<file path="src/rtl/addsub_flags.sv">
module addsub_flags #(
  parameter int W = 8
) (
  input  logic [W-1:0] a,
  input  logic [W-1:0] b,
  input  logic         sub,
  output logic [W-1:0] res,
  output logic         ovf_u,
  output logic         ovf_s,
  output logic         sign_true
);

  logic [W-1:0] bx;
  logic [W:0]   cy;

  assign bx    = b ^ {W{sub}};
  assign cy[0] = sub;

  for (genvar i = 0; i < W; i++) begin : g_fa
    logic p;
    assign p         = a[i] ^ bx[i];
    assign res[i]    = p ^ cy[i];
    assign cy[i+1]   = (a[i] & bx[i]) | (p & cy[i]);
  end

  assign ovf_u     = cy[W] ^ sub;
  assign ovf_s     = cy[W] ^ cy[W-1];
  assign sign_true = a[W-1] ^ bx[W-1] ^ cy[W];

endmodule


</file>
<file path="config.mk">
export PLATFORM = sky130hd
export DESIGN_NAME = addsub_flags
export DESIGN_NICKNAME = d
export VERILOG_FILES = /design/src/rtl/addsub_flags.sv
export SDC_FILE = /design/constraint.sdc
export NUM_CORES = 1
export LEC_CHECK = 0
export CAP_MARGIN = 15
export CORE_AREA = 4 4 41 43
export DETAILED_ROUTE_END_ITERATION = 6
export DIE_AREA = 0 0 45 47
export PLACE_DENSITY = 0.66
export REMOVE_ABC_BUFFERS = 1
export SETUP_SLACK_MARGIN = 0.02
export SYNTH_ARGS = -nofsm -noshare
export SYNTH_HDL_FRONTEND = slang
export SYNTH_SLANG_ARGS = --single-unit
</file>
<file path="constraint.sdc">
create_clock -name vclk -period 13.8
set_input_delay 3.45 -clock vclk [all_inputs]
set_output_delay 3.45 -clock vclk [all_outputs]
set_load 0.01 [all_outputs]
</file>
After elaboration in Yosys (flattened, before gate mapping)
Cells that the tools add are included.
{"block": "op_classes", "n_div": 0, "shift": 0, "magnitude_cmp": 0, "addsub": 0, "mul": 0, "reduce_logical": 0, "eq_ne": 0, "bitwise": 44, "muxes": 0}
{"op": "1-bit XOR", "count": 19}
{"op": "1-bit AND", "count": 16}
{"op": "1-bit bitwise OR", "count": 8}
{"op": "8-bit XOR", "count": 1}
{"block": "totals", "out_inout_bits": 11, "inputBits": 17, "register_bits": 0, "memories": 0, "ram_bits": 0, "mem_bits_ro": 0, "latch_bits": 0}

Depth between registers and ports, before layout
{"block": "depth", "depth_word": 19, "mapped_depth": 10, "ltp_nobuf": 9}

Worst setup path after synthesis
Ideal clock, no wire load.
{"block": "synth_path", "kind": "input-to-output", "startpoint": "input sub", "endpoint": "output ovf_s", "t_required_ns": 10.350, "arrival_ns": 6.769, "n_path_buf": 1, "stages": 10, "path_slack_ns": 3.581, "cell_sequence": "buf_6 > xnor2_1 > fa_1 > fa_1 > fa_1 > fa_1 > fa_1 > fa_1 > fa_1 > xor2_1"}
{"block": "synth_via", "elab_chain_cells": 19}
{"element": "from (decl)", "line_no": "6", "rtl": "input logic sub,"}
{"element": "8-bit XOR", "line_no": "16", "rtl": "assign bx = b ^ {W{sub}};"}
{"element": "1-bit XOR", "line_no": "21", "rtl": "assign p = a[i] ^ bx[i];"}
{"element": "1-bit AND", "line_no": "23", "rtl": "assign cy[i+1] = (a[i] & bx[i]) | (p & cy[i]);"}
{"element": "1-bit bitwise OR", "line_no": "23"}
{"element": "1-bit AND", "line_no": "23"}
{"element": "1-bit bitwise OR", "line_no": "23"}
{"element": "1-bit AND", "line_no": "23"}
{"element": "1-bit bitwise OR", "line_no": "23"}
{"element": "(+3 left out)"}
{"element": "1-bit bitwise OR", "line_no": "23"}
{"element": "1-bit AND", "line_no": "23"}
{"element": "1-bit bitwise OR", "line_no": "23"}
{"element": "1-bit AND", "line_no": "23"}
{"element": "1-bit bitwise OR", "line_no": "23"}
{"element": "1-bit AND", "line_no": "23"}
{"element": "1-bit bitwise OR", "line_no": "23"}
{"element": "1-bit XOR (*)", "line_no": "27", "rtl": "assign ovf_s = cy[W] ^ cy[W-1];"}
{"element": "to (decl)", "line_no": "9", "rtl": "output logic ovf_s,"}
Every way passes the cells marked *; elsewhere a longest branch is shown, timed or not.

Worst setup path after layout
Ends and elaborated chain as after synthesis.

==> impl_metrics.prom <==
# TYPE chip_impl_metric gauge
chip_impl_metric{name="ctsHoldBuffers",unit=""} 0
chip_impl_metric{name="die_height",unit="microns"} 47
chip_impl_info{name="synth.largest_area_cell",value="sky130_fd_sc_hd__fa_1"} 1
chip_impl_metric{name="boundaryPins",unit=""} 28
chip_impl_metric{name="drt_iter0_markers",unit=""} 0
chip_impl_metric{name="critical_path.max_fanout",unit=""} 10
chip_impl_metric{name="globalplace.congestion",unit=""} 0.5675
chip_impl_metric{name="ratio_of_routed_vias_to_standard_cells",unit=""} 3.766
chip_impl_metric{name="dpl_hpwl",unit="microns"} 610.2
chip_impl_metric{name="grt_overflow",unit=""} 0
chip_impl_info{name="synth.area.top_cells",value="sky130_fd_sc_hd__fa_1 (47%), sky130_fd_sc_hd__xnor2_1 (21%), sky130_fd_sc_hd__inv_1 (16%), sky130_fd_sc_hd__xor2_1 (5.2%), sky130_fd_sc_hd__xor2_2 (4.8%)"} 1
chip_impl_metric{name="seq_area_frac_synth",unit="%"} 0
chip_impl_info{name="outcome",value="finished, final reports clean"} 1
chip_impl_info{name="crit_path_start_kind",value="primary input"} 1
chip_impl_metric{name="tightest_slew",unit="ns"} 0.5462
chip_impl_metric{name="final-setup-viol-count",unit=""} 0
chip_impl_metric{name="yosysWarningCount",unit=""} 0
chip_impl_info{name="layout_commonest_cell",value="sky130_fd_sc_hd__clkdlybuf4s50_1"} 1
chip_impl_metric{name="synthDistinctLibCells",unit=""} 7
chip_impl_metric{name="grt_max_degree",unit=""} 11
chip_impl_metric{name="fmax",unit="MHz"} 86.83
chip_impl_metric{name="fin_cells",unit=""} 77
chip_impl_metric{name="initial_antenna_violation_count",unit=""} 0
chip_impl_info{name="highest_count_cells_in_the_layout_ignoring_fill_and_taps",value="sky130_fd_sc_hd__clkdlybuf4s50_1 (28), sky130_fd_sc_hd__inv_1 (14), sky130_fd_sc_hd__xnor2_1 (8), sky130_fd_sc_hd__fa_1 (8), sky130_fd_sc_hd__xor2_1 (2)"} 1
chip_impl_info{name="end_kind",value="output port"} 1
chip_impl_metric{name="grt_pass1_wl",unit="mm"} 1.076
chip_impl_info{name="path_common_cell",value="sky130_fd_sc_hd__fa_1"} 1
chip_impl_metric{name="finalHoldViolCount",unit=""} 0
chip_impl_metric{name="fill_cells",unit=""} 127
chip_impl_metric{name="max-slew-margin-rel",unit="%"} 63.47
chip_impl_metric{name="worst_slack",unit="ns"} 2.283
chip_impl_metric{name="grt_util_all_layers",unit="%"} 6.614
chip_impl_metric{name="period_minus_slack",unit="ns"} 11.52
chip_impl_metric{name="seq_cells",unit=""} 0
chip_impl_metric{name="synth_top_cell_area_share",unit="%"} 47.41
chip_impl_info{name="startpoint",value="sub"} 1
chip_impl_metric{name="static-leakage-power",unit="nW"} 0.2791
chip_impl_metric{name="row_count",unit=""} 13
chip_impl_metric{name="max-cap-violations",unit=""} 0
chip_impl_metric{name="placeableCoreArea",unit="sq um"} 1301
chip_impl_metric{name="detail-route-antenna-nets",unit=""} 0
chip_impl_info{name="critical_path.cell_chain",value="clkdlybuf4s50_1, xnor2_1, fa_1, fa_1, fa_1, fa_1, fa_1, fa_1, fa_1, xor2_1, clkdlybuf4s50_1"} 1
chip_impl_metric{name="n_antenna_cell",unit=""} 0
chip_impl_info{name="cpLargestDelayFamily",value="adder cells"} 1
chip_impl_metric{name="cts_resized",unit=""} 0
chip_impl_metric{name="final_cell_area",unit="sq um"} 625.6
chip_impl_metric{name="drive_above_1_share",unit="%"} 1.613
chip_impl_metric{name="post-layout-total-power",unit="uW"} 40.22
chip_impl_metric{name="areal_power_density_over_the_cells",unit="nW/um^2"} 64.30
chip_impl_metric{name="placed_cells_incl_taps",unit=""} 77
chip_impl_metric{name="post-cts-setup-buffers",unit=""} 0
chip_impl_metric{name="cp.required",unit="ns"} 10.35
chip_impl_metric{name="area_growth_syn_to_layout",unit="%"} 85.19
chip_impl_metric{name="design.die.area",unit="sq um"} 2115
chip_impl_metric{name="via_count",unit=""} 290
chip_impl_metric{name="clk_buf_instances",unit=""} 0
chip_impl_info{name="unrepaired_setup_endpoints_after_global_routing",value="false"} 1
chip_impl_metric{name="timing_max_transition_violations_final",unit=""} 0
chip_impl_metric{name="finalNetCount",unit=""} 89
chip_impl_metric{name="vias_in_the_first_global_route",unit=""} 278
chip_impl_metric{name="critical_path_arrival",unit="ns"} 8.07
chip_impl_info{name="slowest_stage",value="sky130_fd_sc_hd__clkdlybuf4s50_1"} 1
chip_impl_metric{name="register_cell_area_after_layout",unit="sq um"} 0
chip_impl_metric{name="place.port_buffers",unit=""} 28
chip_impl_metric{name="initial_standard_cell_utilization_of_the_core",unit="%"} 25.96
chip_impl_metric{name="postPlaceCellArea",unit="sq um"} 625.6
chip_impl_metric{name="totalWireLength",unit="microns"} 648
chip_impl_info{name="hold_path_class",value="in -> out"} 1
chip_impl_metric{name="period_share",unit="%"} 83.46
chip_impl_info{name="hold_start",value="a[0]"} 1
chip_impl_metric{name="dp_slack",unit="ns"} 2.234
chip_impl_metric{name="detail_route.first_pass.iterations",unit=""} 1
chip_impl_metric{name="cp.buffers_inverters",unit=""} 2
chip_impl_metric{name="drc",unit=""} 0
chip_impl_metric{name="postSynthCellCount",unit=""} 35
chip_impl_metric{name="routedWlPerCell",unit="microns"} 8.416
chip_impl_metric{name="peakVddDrop",unit="mV"} 0.02584
chip_impl_info{name="worstSetupPathType",value="in -> out"} 1
chip_impl_metric{name="die_width",unit="microns"} 45
chip_impl_metric{name="setup-tns-final",unit="ns"} 0
chip_impl_metric{name="worst_path_largest_cell_delay",unit="ns"} 0.82
chip_impl_metric{name="synthesis.area",unit="sq um"} 337.8
chip_impl_metric{name="syn_area_per_cell",unit="sq um"} 9.652
## routing by layer
metal	routed length, microns	vias up	GRT usage, %
met3	163	0	3.831
met2	301	23	12.15
met1	184	123	6.993
li1	-	144	-
met5	0	-	0
met4	0	0	0
## where the power goes
part           switching [mW]  internal, mW  total [mW]
registers                   0             0           0
logic                  0.0160        0.0242      0.0402
clock network               0             0           0
total                  0.0160        0.0242      0.0402
## cell families after synthesis
kind of cell	Yosys count	share of synthesized area [%]
xor+xnor	11	30.74
mux	1	2.963
buf+inv	15	18.89
fa+ha+maj	8	47.41
## metrics by stage
stage	hold slack, ns	utilization [%]
CTS	7.933	48.08
detailed placement	7.930	48.08
floorplan	6.976	-
global placement	7.930	48.08
finish	7.925	48.08
global route	7.949	48.08
## area by class of cell
type,instances,area [sq um],area share (%)
well taps,15,18.77,3.000
repair buffers,28,280.3,44.80
inverters,14,52.55,8.400
multi-input cells,20,274.0,43.80
## path summary, 6_finish.rpt
| check | to | slack [ns] | cells after the start |
|---|---|---|---|
| max | ovf_s | 2.28 | 11 |
| min | res[0] | 7.92 | 3 |
## synthesized netlist by cell type
master,instances
sky130_fd_sc_hd__buf_6,1
sky130_fd_sc_hd__mux2i_1,1
sky130_fd_sc_hd__fa_1,8
sky130_fd_sc_hd__xnor2_1,8
sky130_fd_sc_hd__xor2_1,2
sky130_fd_sc_hd__inv_1,14
sky130_fd_sc_hd__xor2_2,1
No activity file was read; power rests on OpenSTA's default activity.
